$ cat src/rtl/vsg_pkg.sv
package vsg_pkg;
    localparam int PPL_W     = 6;
    localparam int PORCH_W   = 8;
    localparam int LPS_W     = 10;
    localparam int VSW_W     = 6;
    localparam int WIN_W     = 8;
    localparam int RGB_W     = 24;
    localparam int PIX_GRAIN = 4;   // log2 of the active-width unit
    localparam int WIN_GRAIN = 2;   // log2 of the window unit
    localparam int HPOS_W    = PPL_W + PIX_GRAIN + 1;
    localparam int VPOS_W    = LPS_W + 1;

    typedef struct packed {
        logic [PPL_W-1:0]   ppl;
        logic [PORCH_W-1:0] hsw;
        logic [PORCH_W-1:0] hfp;
        logic [PORCH_W-1:0] hbp;
        logic [LPS_W-1:0]   lps;
        logic [VSW_W-1:0]   vsw;
        logic [PORCH_W-1:0] vfp;
        logic [PORCH_W-1:0] vbp;
        logic [WIN_W-1:0]   win_hs;
        logic [WIN_W-1:0]   win_he;
        logic [WIN_W-1:0]   win_vs;
        logic [WIN_W-1:0]   win_ve;
    } vsg_cfg_t;

    typedef struct packed {
        logic [HPOS_W-1:0] act_end;
        logic [HPOS_W-1:0] fp_end;
        logic [HPOS_W-1:0] sync_end;
        logic [HPOS_W-1:0] last;
    } vsg_hspan_t;

    typedef struct packed {
        logic [VPOS_W-1:0] act_end;
        logic [VPOS_W-1:0] fp_end;
        logic [VPOS_W-1:0] sync_end;
        logic [VPOS_W-1:0] last;
    } vsg_vspan_t;
endpackage

$ cat src/rtl/vsg_spans.sv
module vsg_spans
    import vsg_pkg::*;
(
    input  vsg_cfg_t   cfg,
    output vsg_hspan_t hspan,
    output vsg_vspan_t vspan
);
    always_comb begin
        hspan.act_end  = (HPOS_W'(cfg.ppl) + HPOS_W'(1)) << PIX_GRAIN;
        hspan.fp_end   = hspan.act_end + HPOS_W'(cfg.hfp) + HPOS_W'(1);
        hspan.sync_end = hspan.fp_end + HPOS_W'(cfg.hsw) + HPOS_W'(1);
        hspan.last     = hspan.sync_end + HPOS_W'(cfg.hbp);

        vspan.act_end  = VPOS_W'(cfg.lps) + VPOS_W'(1);
        vspan.fp_end   = vspan.act_end + VPOS_W'(cfg.vfp);
        vspan.sync_end = vspan.fp_end + VPOS_W'(cfg.vsw) + VPOS_W'(1);
        vspan.last     = vspan.sync_end + VPOS_W'(cfg.vbp) - VPOS_W'(1);
    end
endmodule

$ cat src/rtl/vsg_counter.sv
module vsg_counter #(
    parameter int XW = 11,
    parameter int YW = 11
) (
    input  logic          clk,
    input  logic          rst_n,
    input  logic          step,
    input  logic [XW-1:0] x_last,
    input  logic [YW-1:0] y_last,
    output logic [XW-1:0] pos_x,
    output logic [YW-1:0] pos_y,
    output logic          frame_end
);
    typedef struct packed {
        logic [XW-1:0] x;
        logic [YW-1:0] y;
    } pos_t;

    pos_t pos_d, pos_q;
    logic line_end;

    always_comb begin
        pos_d     = pos_q;
        line_end  = (pos_q.x == x_last);
        frame_end = step && line_end && (pos_q.y == y_last);
        if (step) begin
            if (line_end) begin
                pos_d.x = '0;
                pos_d.y = (pos_q.y == y_last) ? '0 : pos_q.y + YW'(1);
            end else begin
                pos_d.x = pos_q.x + XW'(1);
            end
        end
    end

    always_ff @(posedge clk or negedge rst_n) begin
        if (!rst_n) pos_q <= '0;
        else        pos_q <= pos_d;
    end

    assign pos_x = pos_q.x;
    assign pos_y = pos_q.y;
endmodule

$ cat src/rtl/vsg_pins.sv
module vsg_pins
    import vsg_pkg::*;
(
    input  logic [HPOS_W-1:0] pos_x,
    input  logic [VPOS_W-1:0] pos_y,
    input  vsg_hspan_t        hspan,
    input  vsg_vspan_t        vspan,
    input  vsg_cfg_t          cfg,
    input  logic              hpol,
    input  logic              vpol,
    input  logic              hcomp,
    input  logic              vcomp,
    input  logic [RGB_W-1:0]  rgb,
    output logic              hsync_pin,
    output logic              vsync_pin,
    output logic              hblank,
    output logic              vblank,
    output logic              active,
    output logic              border,
    output logic [RGB_W-1:0]  border_rgb
);
    localparam int XC_W = HPOS_W - WIN_GRAIN;
    localparam int YC_W = VPOS_W - WIN_GRAIN;

    logic [1:0] sync_raw;
    logic [1:0] sync_pol;
    logic [1:0] sync_lvl;
    logic [XC_W-1:0] xc;
    logic [YC_W-1:0] yc;
    logic in_win;

    assign sync_raw[0] = (pos_x >= hspan.fp_end) && (pos_x < hspan.sync_end);
    assign sync_raw[1] = (pos_y >= vspan.fp_end) && (pos_y < vspan.sync_end);
    assign sync_pol    = {vpol, hpol};

    for (genvar a = 0; a < 2; a++) begin : g_axis
        assign sync_lvl[a] = sync_pol[a] ? sync_raw[a] : ~sync_raw[a];
    end

    always_comb begin
        if (hcomp) hsync_pin = hpol ? ~(sync_lvl[0] & sync_lvl[1]) : (sync_lvl[0] & sync_lvl[1]);
        else       hsync_pin = sync_lvl[0];
        if (vcomp) vsync_pin = vpol ? (sync_lvl[0] ^ sync_lvl[1]) : ~(sync_lvl[0] ^ sync_lvl[1]);
        else       vsync_pin = sync_lvl[1];
    end

    assign hblank = (pos_x >= hspan.act_end);
    assign vblank = (pos_y >= vspan.act_end);
    assign active = (pos_x < hspan.act_end) && (pos_y < vspan.act_end);

    assign xc     = pos_x[HPOS_W-1:WIN_GRAIN];
    assign yc     = pos_y[VPOS_W-1:WIN_GRAIN];
    assign in_win = (xc >= XC_W'(cfg.win_hs)) && (xc < XC_W'(cfg.win_he)) &&
                    (yc >= YC_W'(cfg.win_vs)) && (yc < YC_W'(cfg.win_ve));

    assign border     = active && !in_win;
    assign border_rgb = border ? rgb : '0;
endmodule

$ cat src/rtl/vga_sync_gen.sv
module vga_sync_gen
    import vsg_pkg::*;
(
    input  logic               clk,
    input  logic               rst_n,
    input  logic               pix_en,
    input  logic [PPL_W-1:0]   cfg_ppl,
    input  logic [PORCH_W-1:0] cfg_hsw,
    input  logic [PORCH_W-1:0] cfg_hfp,
    input  logic [PORCH_W-1:0] cfg_hbp,
    input  logic [LPS_W-1:0]   cfg_lps,
    input  logic [VSW_W-1:0]   cfg_vsw,
    input  logic [PORCH_W-1:0] cfg_vfp,
    input  logic [PORCH_W-1:0] cfg_vbp,
    input  logic               cfg_hpos_pol,
    input  logic               cfg_vpos_pol,
    input  logic               cfg_vcomp,
    input  logic               cfg_hcomp,
    input  logic [WIN_W-1:0]   cfg_win_hs,
    input  logic [WIN_W-1:0]   cfg_win_he,
    input  logic [WIN_W-1:0]   cfg_win_vs,
    input  logic [WIN_W-1:0]   cfg_win_ve,
    input  logic [RGB_W-1:0]   cfg_border_rgb,
    output logic               hsync_o,
    output logic               vsync_o,
    output logic               hblank_o,
    output logic               vblank_o,
    output logic               active_o,
    output logic               border_o,
    output logic [RGB_W-1:0]   border_rgb_o,
    output logic [HPOS_W-1:0]  pix_x,
    output logic [VPOS_W-1:0]  line_y,
    output logic               frame_done_o
);
    typedef struct packed {
        vsg_cfg_t cfg;
        logic     load;
    } shadow_t;

    shadow_t    st_d, st_q;
    vsg_cfg_t   cfg_in;
    vsg_hspan_t hspan;
    vsg_vspan_t vspan;
    logic       step;
    logic       frame_end;
    logic       loading;

    always_comb begin
        cfg_in.ppl    = cfg_ppl;
        cfg_in.hsw    = cfg_hsw;
        cfg_in.hfp    = cfg_hfp;
        cfg_in.hbp    = cfg_hbp;
        cfg_in.lps    = cfg_lps;
        cfg_in.vsw    = cfg_vsw;
        cfg_in.vfp    = cfg_vfp;
        cfg_in.vbp    = cfg_vbp;
        cfg_in.win_hs = cfg_win_hs;
        cfg_in.win_he = cfg_win_he;
        cfg_in.win_vs = cfg_win_vs;
        cfg_in.win_ve = cfg_win_ve;
    end

    // Shadow copy: refreshed after reset and at each frame boundary.
    always_comb begin
        st_d      = st_q;
        st_d.load = 1'b0;
        if (st_q.load || frame_end) st_d.cfg = cfg_in;
    end

    always_ff @(posedge clk or negedge rst_n) begin
        if (!rst_n) begin
            st_q.cfg  <= '0;
            st_q.load <= 1'b1;
        end else begin
            st_q <= st_d;
        end
    end

    assign loading = st_q.load;
    assign step    = pix_en && !st_q.load;

    vsg_spans u_spans (
        .cfg   (st_q.cfg),
        .hspan (hspan),
        .vspan (vspan)
    );

    vsg_counter #(.XW(HPOS_W), .YW(VPOS_W)) u_cnt (
        .clk       (clk),
        .rst_n     (rst_n),
        .step      (step),
        .x_last    (hspan.last),
        .y_last    (vspan.last),
        .pos_x     (pix_x),
        .pos_y     (line_y),
        .frame_end (frame_end)
    );

    vsg_pins u_pins (
        .pos_x      (pix_x),
        .pos_y      (line_y),
        .hspan      (hspan),
        .vspan      (vspan),
        .cfg        (st_q.cfg),
        .hpol       (cfg_hpos_pol),
        .vpol       (cfg_vpos_pol),
        .hcomp      (cfg_hcomp),
        .vcomp      (cfg_vcomp),
        .rgb        (cfg_border_rgb),
        .hsync_pin  (hsync_o),
        .vsync_pin  (vsync_o),
        .hblank     (hblank_o),
        .vblank     (vblank_o),
        .active     (active_o),
        .border     (border_o),
        .border_rgb (border_rgb_o)
    );

    assign frame_done_o = frame_end;
endmodule

$ cat config.mk
export PLATFORM = sky130hd
export DESIGN_NAME = vga_sync_gen
export DESIGN_NICKNAME = d
export VERILOG_FILES = /design/src/rtl/vsg_pkg.sv /design/src/rtl/vsg_spans.sv /design/src/rtl/vsg_counter.sv /design/src/rtl/vsg_pins.sv /design/src/rtl/vga_sync_gen.sv
export SDC_FILE = /design/constraint.sdc
export NUM_CORES = 1
export LEC_CHECK = 0
export BUFFER_PORTS_ARGS = -buffer_cell sky130_fd_sc_hd__buf_4
export CORE_MARGIN = 2
export CORE_UTILIZATION = 60
export DETAILED_ROUTE_END_ITERATION = 7
export GPL_ROUTABILITY_DRIVEN = 0
export PLACE_DENSITY = 0.95
export SYNTH_ARGS = -nofsm -noshare
export SYNTH_HDL_FRONTEND = slang
export SYNTH_SLANG_ARGS = --single-unit
$ cat constraint.sdc
create_clock -name clk -period 11.45 [get_ports clk]
set_clock_uncertainty 0.15 [all_clocks]
set_input_delay 1.7175 -clock clk [delete_from_list [all_inputs] [get_ports clk]]
set_output_delay 1.7175 -clock clk [all_outputs]
set_load 0.005 [all_outputs]
Word level (Yosys, flattened, before mapping). Cells that the tools add are included.

Register bits after elaboration: 117. Bits of input ports: 125. Output and inout port bits: 53. Logic and storage cells: 72.

$add $sub $neg: 14. Order comparisons: 12. Eq/ne operators: 2. Multiplexer cells: 9. Bitwise gates (word level): 6. Reduce and logical (&&, ||, !) cells: 14.

Operators with widths (count): adder 11 x 1 -> 11 bit (second input constant) (5); adder 11 x 8 -> 11 bit (5); >= comparator 11 bit (4); less-than comparator 11 bit (4); two-way mux 24 bit (1); == test 11 bit (2); two-way mux 11 bit (2); >= comparator 9 x 8 -> 1 bit (2); less-than comparator 9 x 8 -> 1 bit (2); adder 10 x 1 -> 11 bit (second input constant) (1); adder 11 x 6 -> 11 bit (1); subtractor 11 x 1 -> 11 bit (second input constant) (1); logical AND 1 bit (10); adder 6 x 1 -> 7 bit (second input constant) (1); two-way mux 1 bit (6); inverter 1 bit (4); zero test 1 bit (2); AND reduction 2 bit (1); AND 1 bit (1); logical OR 1 bit (1); bitwise XOR 1 bit (1).

Logic depth before layout (Yosys ltp). Gate-level depths: netlist (run 1).

Depth in word-level cells: 13. Gate-level depth with buffers: 26. Mapped depth without buffers: 25.

Cells and area by module. Synthesis (run 1) repeated with hierarchy kept, for this count alone.

Cell total of the unflattened synthesis: 1068. Area total of the unflattened synthesis: 10482.6 µm².

Modules (own cells, without submodules): vga_sync_gen (times used 1, cells an instance 202, area an instance 3847.4 µm², seq. area each 2378.5 µm²); vsg_spans (times used 1, cells an instance 367, area an instance 2623.8 µm², seq. area each 0.0 µm²); vsg_pins (times used 1, cells an instance 355, area an instance 2605.0 µm², seq. area each 0.0 µm²); vsg_counter (times used 1, cells an instance 144, area an instance 1406.3 µm², seq. area each 550.5 µm²).

Worst setup path after synthesis (run 1). No wires, ideal clock.

Path type: reg2out. Start: reg, netlist name st_q[55]. End: out hsync_o. Arrival time: 4727 ps. Data required time: 9583 ps. Setup slack: 4855 ps. Cell stages (with the launch flop): 22. Buffers on the path: 1. Path through: dfrtp_1 -> ha_1 -> fa_1 -> a21oi_1 -> nor2b_1 -> nor2_1 -> xnor2_1 -> ha_1 -> o21ai_0 -> o21bai_1 -> a21oi_1 -> or4_1 -> buf_2 -> nor3_2 -> mux2i_1 -> nor3_1 -> ha_1 -> a311o_1 -> nor3_1 -> xor2_1 -> o22a_1 -> o21a_1.

Cells in the longest elaborated chain, start to end: 12. Elaborated cells on any way between the ends: 13. Those cells by class: add/sub: 4; order compare: 2; mux: 3; bitwise: 3; reduce/logical: 1.

RTL lines: adder 10 x 1 -> 11 bit * (line vsg_spans.sv:14) `vspan.act_end = VPOS_W'(cfg.lps) + VPOS_W'(1);`; adder 11 x 8 -> 11 bit * (line vsg_spans.sv:15) `vspan.fp_end = vspan.act_end + VPOS_W'(cfg.vfp);`; adder 11 x 6 -> 11 bit (line vsg_spans.sv:16) `vspan.sync_end = vspan.fp_end + VPOS_W'(cfg.vsw) + VPOS_W'(1);`; adder 11 x 1 -> 11 bit (line vsg_spans.sv:16); less-than comparator 11 bit (line vsg_pins.sv:33) `assign sync_raw[1] = (pos_y >= vspan.fp_end) && (pos_y < vspan.sync_end);`; logical AND 1 bit * (line vsg_pins.sv:33); inverter 1 bit (line vsg_pins.sv:37) `assign sync_lvl[a] = sync_pol[a] ? sync_raw[a] : ~sync_raw[a];`; two-way mux 1 bit * (line vsg_pins.sv:37); AND 1 bit * (line vsg_pins.sv:41) `if (hcomp) hsync_pin = hpol ? ~(sync_lvl[0] & sync_lvl[1]) : (sync_lvl[0] & sync_lvl[1]);`; inverter 1 bit (line vsg_pins.sv:41); two-way mux 1 bit * (2 in a row) (line vsg_pins.sv:41); end, declared (line vga_sync_gen.sv:24) `output logic hsync_o,`.

Mark *: on every way between the ends. The rest lies on a longest branch, timed or not.

Worst setup path after layout (run 1).
Start: reg, netlist name st_q[55]. End: out frame_done_o.

Cells in the longest elaborated chain, start to end: 8.

RTL lines: adder 10 x 1 -> 11 bit (line vsg_spans.sv:14); adder 11 x 8 -> 11 bit (line vsg_spans.sv:15); adder 11 x 6 -> 11 bit (line vsg_spans.sv:16); adder 11 x 1 -> 11 bit (line vsg_spans.sv:16); adder 11 x 8 -> 11 bit (line vsg_spans.sv:17) `vspan.last = vspan.sync_end + VPOS_W'(cfg.vbp) - VPOS_W'(1);`; subtractor 11 x 1 -> 11 bit (line vsg_spans.sv:17); == test 11 bit (line vsg_counter.sv:25) `frame_end = step && line_end && (pos_q.y == y_last);`; logical AND 1 bit (line vsg_counter.sv:25); end, declared (line vga_sync_gen.sv:33) `output logic frame_done_o`.

No other way between the ends.

==> run summary, run 1 <==
routing usage on met3: 6.66%
flop-to-flop setup slack: 4.91 ns
CP Data Required Time: 9.58 ns
Post-DP Area: 11500 um2
status: finished, final reports clean
drc violations: 0
Post-Synth XOR/XNOR Area: 8.14%
Post-synth ARST share: 100%
CTS buffer count: 17
Max Root-Sink Buffers: 2
via count: 8673
GRT met2 Usage: 52.8%
CTS Hold Bufs: 0
clk_lat worst skew: 0.43 ns
final setup vio count: 0
simple-gate share of the synthesized area: 13.4%
commonest non-fill, non-tap cell in the layout: buf_4
layout cells sized above 1: 20.7%
sequential share of the synthesized area: 29.2%
Max Freq: 0.125 GHz
GR peak layer: met2
Final Hold Fails: 0
clock transition at the registers of the reported paths: 0.06 ns
unrepaired setup endpoints after global routing: false
vias in the first global route: 9006
WL/cell: 18.1 um
largest net degree at the start of global routing: 77
kind of critical path: flip-flop to output pin
CP arrival: 6.13 ns
CP startpoint kind: flip-flop
commonest non-fill, non-tap cells in the layout: buf_4 (181), ha_1 (139), dfrtp_1 (116), inv_1 (106), mux2_1 (68)
Final Cycle Share: 69.9%
initial core utilization: 60.9%
Least-Margin Pin Slew: 1.12 ns
MaxCap Viol Count: 0
ys flop type: dfrtp_1
first-pass GRT wire length: 43.0 mm
Tot GR Track Use: 30.1%
Die Area: 17800 um2
initial antenna violation count: 0
mux cell area share after synthesis: 12.0%
number of distinct library cells after synthesis: 68
#FFs+latches synth: 117
grt total ovfl: 0
first-pass iteration count of the detailed router: 6
ANT cells: 0
grt met1 use: 35.5%
Ys Warns: 0
FILL cells: 1117
FP Rows: 47
drt via density: 5.98
Worst Path Max Fanout: 5
leakage: 6.14 nW
Final Slew Violations: 0
CTS tree: yes
Final Util: 74.1%
Synth Instances: 1040
Hold Slack: 0.340 ns
Layout area overhead: 21.6%
die width: 133 um
HPWL Detailed: 19.4 mm
largest family of logic cells by synthesized area: adder cells
Post-CTS Setup Repair Bufs: 0
Fin Setup TNS: 0 ns
CP Capture Type: output pin
# clock sinks: 117
Mapped Area: 10000 um2
synthesized area per cell: 9.65 um2
Synthesized Nets: 1309
worst vdd rail ir drop: 132 uV
ANT nets after route: 0
DR iter-0 viols: 626
crit path time final: 8.00 ns
height of the die: 133 um
clk root buf: clkbuf_16
Placeable Area: 16500 um2
Synth Area in Compound Gates: 13.6%
Final #Nets: 1487
Slew HR: 25.3%
Post-Synth Adder-Cell Area: 18.3%
H-tree depth: 4
WL final: 26.2 mm
hold crit path type: flip-flop to flip-flop
pwr/cell area: 218 nW/um2
CTS resizes: 0
I/O pins: 178
port bufs: 177
EDFF count, synth: 0
finished layout cell area: 12200 um2
[layer usage]
layer | vias to the layer above | part of all wire, %
met2 | 369 | 50
met1 | 4161 | 40
met4 | 0 | 3.8
met3 | 94 | 6.1
met5 | - | 0
li1 | 4049 | -
[where the power goes]
part	internal (mW)	total, mW	switching (mW)
Clock	0.397	0.602	0.204
Combinational	0.719	1.54	0.820
Sequential	0.457	0.526	0.0687
Total	1.57	2.67	1.09
[state kept, by name, indices dropped and copies added (netlist names)]
name and count:
st_q 94, u_cnt.pos_x 11, u_cnt.pos_y 11, loading 1
[kinds of logic after synthesis]
family / count (synthesis)
xor gates and xnor gates: 90
buffers and inverters: 128
DFF: 117
and+or+nand+nor: 251
AOI/OAI and AO/OA: 205
adders and majority gates: 144
muxes: 104
other: 1
[worst paths after layout]
kind,end,cells after the start,startpoint
min,st_q[22],1,st_q[22]
max,frame_done_o,22,st_q[55]
min in group asynchronous,st_q[36],1,rst_n
max in group asynchronous,u_cnt.pos_x[3],2,rst_n
max reg2reg,st_q[55],23,st_q[55]
min reg2reg,st_q[22],1,st_q[22]
[per-stage QoR]
stage	worst slack [ns]	total power, mW	instances
6_report	3.45	2.67	1451
5_1_grt	3.12	2.87	1451
4_1_cts	3.48	2.65	1451
3_5_place_dp	4.11	2.02	1419
3_3_place_gp	4.32	1.92	1419
2_1_floorplan	4.86	1.67	1040
[worst max-delay path: stages, from the launching register on]
cell	delay (ns)
dfrtp_1	0.40
ha_1	0.36
ha_1	0.33
a211oi_1	0.43
o21bai_1	0.21
a21oi_1	0.21
xnor2_1	0.19
ha_1	0.34
or3_1	0.38
o32ai_1	0.20
nor2_1	0.12
or2_2	0.30
ha_1	0.32
o21ai_0	0.19
nand2b_1	0.09
a21oi_1	0.22
nor2_1	0.09
xor2_1	0.15
xnor2_1	0.27
xor2_1	0.13
nor4b_2	0.37
and3_1	0.27
buf_4	0.13
[area by class of cell]
type	count	area, um2	area share, %
multi-input combinational	795	6590	54.0
sequential	117	2930	24.0
timing repair buffer	181	1360	11.1
clock buffer	20	457	3.74
inverter	106	398	3.26
tap	220	275	2.26
clock inverter	12	201	1.65
[Yosys cell counts (6+ instances only)]
library cell | n | share of area (%)
mux2i_1 | 8 | 0.80
dfrtp_1 | 116 | 29
o21a_1 | 24 | 1.8
nand4_1 | 9 | 0.56
clkbuf_1 | 8 | 0.30
o21ai_0 | 41 | 2.0
or2_2 | 6 | 0.37
nor4_1 | 6 | 0.37
a31oi_1 | 7 | 0.44
and3_1 | 15 | 0.94
mux2_1 | 68 | 7.6
nor2b_1 | 12 | 0.75
a21oi_1 | 37 | 1.8
mux2_4 | 8 | 1.2
nor2_1 | 45 | 1.7
ha_1 | 139 | 17
nand3_1 | 28 | 1.4
and2_1 | 29 | 1.8
mux2_2 | 19 | 2.1
nand2_1 | 39 | 1.5
inv_1 | 106 | 4.0
or3_1 | 6 | 0.37
a211oi_1 | 8 | 0.60
buf_6 | 7 | 0.79
nand2b_1 | 18 | 1.1
xor2_1 | 40 | 3.5
a21o_1 | 38 | 2.8
nor3_1 | 21 | 1.0
xnor2_1 | 48 | 4.2
(Power assumes the default switching activity.)
==> inputs of run 2 (changes only) <==
--- a/config.mk
+++ b/config.mk
@@ -7,10 +7,10 @@
 export LEC_CHECK = 0
 export BUFFER_PORTS_ARGS = -buffer_cell sky130_fd_sc_hd__buf_4
 export CORE_MARGIN = 2
-export CORE_UTILIZATION = 60
+export CORE_UTILIZATION = 58
 export DETAILED_ROUTE_END_ITERATION = 7
 export GPL_ROUTABILITY_DRIVEN = 0
-export PLACE_DENSITY = 0.95
+export PLACE_DENSITY = 0.94
 export SYNTH_ARGS = -nofsm -noshare
 export SYNTH_HDL_FRONTEND = slang
 export SYNTH_SLANG_ARGS = --single-unit
==> constraint.sdc (replaced) <==
create_clock -name clk -period 8.2 [get_ports clk]
set_clock_uncertainty 0.15 [all_clocks]
set_input_delay 1.23 -clock clk [delete_from_list [all_inputs] [get_ports clk]]
set_output_delay 1.23 -clock clk [all_outputs]
set_load 0.005 [all_outputs]
==> run 2 against run 1 <==
Effect of this change: routed wire length rose by 1.2%; highest routed layer unchanged; non-clock buffer count unchanged; combinational power up 40%; critical path depth stayed put; largest power group unchanged; critical endpoint unchanged; die area is 3.3% higher; cell count up 0.28%; design area fell by 0.25%; clock power is 30% higher; clock-buffer cell count increased by 1.
==> run summary, run 2 (synthesis gave the netlist of run 1 again) <==
status: finished, final reports clean
Placeable Area: 17100 um2 (+4.0%)
layout cells sized above 1: 20.7% (-0.048 points)
Die Area: 18400 um2 (+3.3%)
Final Slew Violations: 0 (unchanged)
worst vdd rail ir drop: 198 uV (+50%)
hold depth: 1 (unchanged)
CP Capture Type: output pin
clock transition at the registers of the reported paths: 0.05 ns (about the same)
H-tree depth: 4 (unchanged)
CTS resizes: 0 (unchanged)
Layout area overhead: 21.3%
Most flops, register: st_q
Final Hold Fails: 0 (unchanged)
largest net degree at the start of global routing: 71 (-7.8%)
clk_lat worst skew: 0.42 ns (about the same)
initial antenna violation count: 1 (+1)
CP arrival: 6.01 ns (-0.12 ns)
Switch Pwr: 1.52 mW (+39%)
GRT met2 Usage: 51.5% (-1.3 points)
cell internal pwr: 2.15 mW (+36%)
Tot GR Track Use: 29.2% (-0.90 points)
Max Freq: 0.135 GHz
DR iter-0 viols: 561 (-10%)
Sequential Area: 2930 um2 (unchanged)
crit path time final: 7.39 ns
Least-Margin Pin Slew: 1.16 ns (+0.0372 ns)
CTS buffer count: 17 (unchanged)
Final Cycle Share: 90.2%
height of the die: 136 um (+1.7%)
# clock sinks: 117 (unchanged)
drt via density: 5.94 (-0.57%)
WL/cell: 18.2 um (+0.94%)
FILL cells: 1188 (+6.4%)
Pwr Total: 3.67 mW (+38%)
Clk pwr share: 21.3% (-1.3 points)
leakage: 6.13 nW (-0.18%)
Final #Nets: 1487 (unchanged)
hold crit path type: flip-flop to flip-flop
HPWL Detailed: 19.8 mm (+2.2%)
port bufs: 177 (unchanged)
GR peak layer: met2
grt total ovfl: 0 (unchanged)
CTS Hold Bufs: 0 (unchanged)
FP Rows: 48 (+2.1%)
Net Sw Frac: 41.4% (+0.45 points)
worst setup margin: 0.808 ns (-2.64 ns)
kind of critical path: flip-flop to output pin
die width: 136 um (+1.7%)
MaxCap Viol Count: 0 (unchanged)
WL final: 26.5 mm (+1.2%)
via count: 8647 (-0.30%)
vias in the first global route: 9058 (+0.58%)
grt met1 use: 33.6% (-2.0 points)
combinational share of power: 58.6% (+0.9 points)
Slew HR: 22.8% (-2.5 points)
ANT nets after route: 0 (unchanged)
Max Root-Sink Buffers: 2 (unchanged)
Hold Slack: 0.340 ns (-0.000821 ns)
Reg power frac: 20.1% (+0.4 points)
initial core utilization: 58.6% (-2.3 points)
clk root buf: clkbuf_16
unrepaired setup endpoints after global routing: false
final setup vio count: 0 (unchanged)
CTS tree: yes
pre-CTS WS: 1.34 ns (-2.77 ns)
Fin Setup TNS: 0 ns (unchanged)
Final Util: 71.1% (-3.0 points)
Post-CTS Setup Repair Bufs: 0 (unchanged)
first-pass iteration count of the detailed router: 5 (-1)
max reg flops: 94 (unchanged)
I/O pins: 178 (unchanged)
CP Data Required Time: 6.82 ns (-2.76 ns)
routing usage on met3: 5.95% (-0.71 points)
Multi-input gate area: 6590 um2 (unchanged)
pwr/cell area: 301 nW/um2 (+38%)
Worst Path Max Fanout: 6 (+1)
commonest non-fill, non-tap cell in the layout: buf_4
depth of the worst register-to-register path: 23 (unchanged)
commonest non-fill, non-tap cells in the layout: buf_4 (180), ha_1 (139), dfrtp_1 (116), inv_1 (106), mux2_1 (68)
first-pass GRT wire length: 42.4 mm (-1.4%)
CP startpoint kind: flip-flop
drc violations: 0 (unchanged)
==> run 2: final timing paths <==
kind                           from            to  slack (ns)
setup reg to reg           st_q[55]      st_q[25]        1.38
setup / recovery           st_q[55]  frame_done_o        0.81
max in group asynchronous     rst_n      st_q[92]        5.93
hold reg to reg            st_q[14]      st_q[14]        0.34
min in group asynchronous     rst_n      st_q[27]        0.80
hold / removal             st_q[14]      st_q[14]        0.34
==> run 2: critical path: stages (launching register included) <==
cell and delay, ns:
dfrtp_1 0.40, ha_1 0.37, fa_1 0.47, a21oi_1 0.19, nor2b_1 0.07, nor2_1 0.12
xnor2_1 0.11, ha_1 0.36, o21ai_0 0.10, o21bai_1 0.22, a21oi_1 0.14, or4_1 0.67
xnor2_1 0.21, ha_1 0.24, nor4_1 0.34, o21a_1 0.19, nor2_1 0.05, xor2_1 0.15
xnor2_1 0.29, xor2_1 0.12, nor4b_2 0.38, and3_1 0.28, buf_4 0.13
==> run 2: area by class of cell <==
cell class	instances	share of cell area, %
antenna	1	0.0206
timing repair buffer	181	11.3
tap	225	2.31
inverter	106	3.27
multi-input combinational	795	54.1
clock inverter	9	1.04
sequential	117	24.1
clock buffer	21	3.95
==> run 2: per-layer routing <==
metal / share of wire [%] / vias to the layer above
met1: 38 / 4115
met2: 50 / 381
met4: 4.5 / 0
met5: 0 / -
li1: - / 4036
met3: 7.1 / 115
==> run 2: through the flow <==
stage	cells	instance area, um2
after floorplan	1040	10000
after global placement	1424	11600
after detailed placement	1424	11600
after CTS	1454	12200
after global routing	1455	12200
final	1455	12200
==> run 2: power groups by stage <==
| stage | logic [mW] | clock network [mW] | registers, mW |
|---|---|---|---|
| finish | 2.15 | 0.780 | 0.737 |
| global route | 2.38 | 0.812 | 0.742 |
| CTS | 2.13 | 0.784 | 0.732 |
| detailed placement | 2.10 | 0 | 0.740 |
| global placement | 1.95 | 0 | 0.735 |
| floorplan | 1.63 | 0 | 0.701 |
==> inputs of run 3 (changes only) <==
--- a/config.mk
+++ b/config.mk
@@ -5,12 +5,13 @@
 export SDC_FILE = /design/constraint.sdc
 export NUM_CORES = 1
 export LEC_CHECK = 0
+export ABC_AREA = 1
 export BUFFER_PORTS_ARGS = -buffer_cell sky130_fd_sc_hd__buf_4
 export CORE_MARGIN = 2
-export CORE_UTILIZATION = 58
+export CORE_UTILIZATION = 59
 export DETAILED_ROUTE_END_ITERATION = 7
 export GPL_ROUTABILITY_DRIVEN = 0
-export PLACE_DENSITY = 0.94
+export PLACE_DENSITY = 0.83
 export SYNTH_ARGS = -nofsm -noshare
 export SYNTH_HDL_FRONTEND = slang
 export SYNTH_SLANG_ARGS = --single-unit
==> run 3 against run 2 <==
Effect of this change: non-clock buffer count increased by 1; global-route usage up 0.74 points; setup slack better by 0.49 ns; sequential power is 7.1% higher; via count increased by 26%; die area rose by 7.7%; combinational power fell by 2%; routed wire length grew 11%; clock-buffer cell count fell by 2.
==> run summary, run 3 <==
Reg-to-Reg Start: st_q[55]
Most flops, register: st_q
CTS tree: yes
Final Cycle Share: 84.2% (-5.9 points)
Synth Instances: 1584 (+52%)
WL/cell: 14.8 um (-19%)
CP max-delay cell: dfrtp_1
CP Data Required Time: 6.82 ns (about the same)
crit path time final: 6.90 ns (-0.488 ns)
Max Freq: 0.145 GHz (+7.1%)
Max Root-Sink Buffers: 2 (unchanged)
HPWL Detailed: 22.0 mm (+11%)
hold crit path type: flip-flop to flip-flop
Tot GR Track Use: 29.9% (+0.74 points)
leakage: 7.46 nW (+22%)
largest net degree at the start of global routing: 103 (+45%)
Post-synth ARST share: 100% (unchanged)
drt via density: 5.48 (-7.8%)
initial core utilization: 60.7% (+2.1 points)
Worst Hold Launch: st_q[22]
Post-CTS Setup Repair Bufs: 0 (unchanged)
clk root buf: clkbuf_16
number of distinct library cells after synthesis: 54 (-21%)
max reg flops: 94 (unchanged)
CP arrival: 5.52 ns (-0.49 ns)
CP startpoint kind: flip-flop
synthesized area per cell: 6.96 um2 (-28%)
die width: 141 um (+3.8%)
status: finished, final reports clean
Largest stage delay, worst path: 0.39 ns (-0.28 ns)
clk_lat worst skew: 0.42 ns (about the same)
Worst Path Max Fanout: 6 (unchanged)
ys flop type: dfrtp_1
depth of the worst register-to-register path: 32 (+39%)
CTS resizes: 0 (unchanged)
EDFF count, synth: 0 (unchanged)
ANT nets after route: 0 (unchanged)
MaxCap Viol Count: 0 (unchanged)
height of the die: 141 um (+3.8%)
drc violations: 0 (unchanged)
CTS Hold Bufs: 0 (unchanged)
CTS buffer count: 17 (unchanged)
Slew HR: 29.9% (+7.1 points)
Hold Slack: 0.357 ns (+0.0177 ns)
post-synthesis cell type with the largest combined area: dfrtp_1
DR iter-0 viols: 744 (+33%)
Final #Nets: 2016 (+36%)
Layout area overhead: 18.4%
# clock sinks: 117 (unchanged)
post-synth top area share: 26.3% (-2.6 points)
Pwr Total: 3.72 mW (+1.5%)
layout cells sized above 1: 17.9% (-2.8 points)
Placeable Area: 18100 um2 (+6.0%)
FP Rows: 49 (+2.1%)
Worst Setup SP: st_q[55]
Synthesized Nets: 1853 (+42%)
#FFs+latches synth: 117 (unchanged)
Least-Margin Pin Slew: 1.05 ns (-0.105 ns)
kind of critical path: flip-flop to output pin
first-pass iteration count of the detailed router: 5 (unchanged)
Fin Setup TNS: 0 ns (unchanged)
final setup vio count: 0 (unchanged)
first-pass GRT wire length: 48.3 mm (+14%)
flop-to-flop setup slack: 1.61 ns (+0.23 ns)
Final Slew Violations: 0 (unchanged)
sequential share of the synthesized area: 26.6% (-2.6 points)
ANT cells: 0 (-1)
Commonest cells post-synth: nand2_1 (438), inv_1 (239), nand3_1 (193)
clock transition at the registers of the reported paths: 0.06 ns (about the same)
Die Area: 19800 um2 (+7.7%)
Mapped Area: 11000 um2 (+9.8%)
via count: 10900 (+26%)
worst vdd rail ir drop: 161 uV (-18%)
initial antenna violation count: 0 (-1)
vias in the first global route: 10400 (+14%)
grt total ovfl: 0 (unchanged)
port bufs: 177 (unchanged)
Ys Warns: 0 (unchanged)
worst setup margin: 1.30 ns (+0.488 ns)
unrepaired setup endpoints after global routing: false
largest cells by area after synthesis: dfrtp_1 (26%), ha_1 (16%), nand2_1 (15%)
pwr/cell area: 285 nW/um2 (-5.3%)
reg2reg end: st_q[40]
WL final: 29.4 mm (+11%)
commonest non-fill, non-tap cells in the layout: nand2_1 (438), inv_1 (239), nand3_1 (193), buf_4 (181), ha_1 (139)
Final Hold Fails: 0 (unchanged)
worst setup path end: frame_done_o
most common cell in the netlist: nand2_1
H-tree depth: 4 (unchanged)
Final Util: 71.9% (+0.76 points)
commonest non-fill, non-tap cell in the layout: nand2_1
CP Capture Type: output pin
I/O pins: 178 (unchanged)
pre-CTS WS: 1.74 ns (+0.396 ns)
run 3: cell count changes after synthesis, sizes merged, moves of 13 or more:
cell,change
and2,-28
nand2,+463
nor3,-14
nand3,+175
nand2b,-18
xnor2,-32
nor2,+62
nand4,+13
and3,-15
inv,+136
a21o,-33
o21a,-23
a21oi,+32
mux2,-95
run 3: critical path, delay by kind of cell (launching register included):
family | cells | cell delay [ns]
simple gates | 10 | 1.21
buf+inv | 2 | 0.22
xor+xnor | 4 | 0.89
fa+ha+maj | 4 | 1.20
compound gates | 8 | 1.19
flops | 1 | 0.39
run 3: cell families after synthesis:
family                     synth area share, %
other                                   0.0340
adders and majority gates                 16.7
buffers and inverters                     11.0
xor gates and xnor gates                  3.64
AOI/OAI and AO/OA                         6.40
DFF                                       26.6
and+or+nand+nor                           35.7
run 3: through the flow:
step | cells | cell area [um2]
final | 1989 | 13000
after global routing | 1989 | 13000
after CTS | 1989 | 13000
after detailed placement | 1957 | 12400
after global placement | 1957 | 12400
after floorplan | 1584 | 11000
run 3: area by class of cell:
class                           count  area, um2
Inverter                          246        923
Clock inverter                     13        195
Multi-Input combinational cell   1183       6880
Clock buffer                       19        453
Tap cell                          229        287
Timing Repair Buffer              182       1380
Fill cell                        1466       5100
Sequential cell                   117       2930
run 3: report_power, final:
group	switching (mW)	internal (mW)	total [mW]
clock	0.300	0.530	0.829
combinational	1.24	0.861	2.10
sequential	0.143	0.647	0.789
run 3: metal layers:
layer	track usage, %	vias up	routed length [um]
li1	-	5414	-
met1	40.3	4981	12900
met2	49.3	436	13500
met3	4.42	71	2150
met4	10.9	0	867
met5	0	-	0
run 3: how the worst min path moves through the flow:
stage,cells past startpoint,endpoint,slack (ns)
finish,2,st_q[22],0.36
global route,2,st_q[22],0.38
CTS,2,st_q[21],0.36
detailed placement,2,st_q[21],0.34
global placement,2,st_q[15],0.34
floorplan,2,st_q[10],0.33
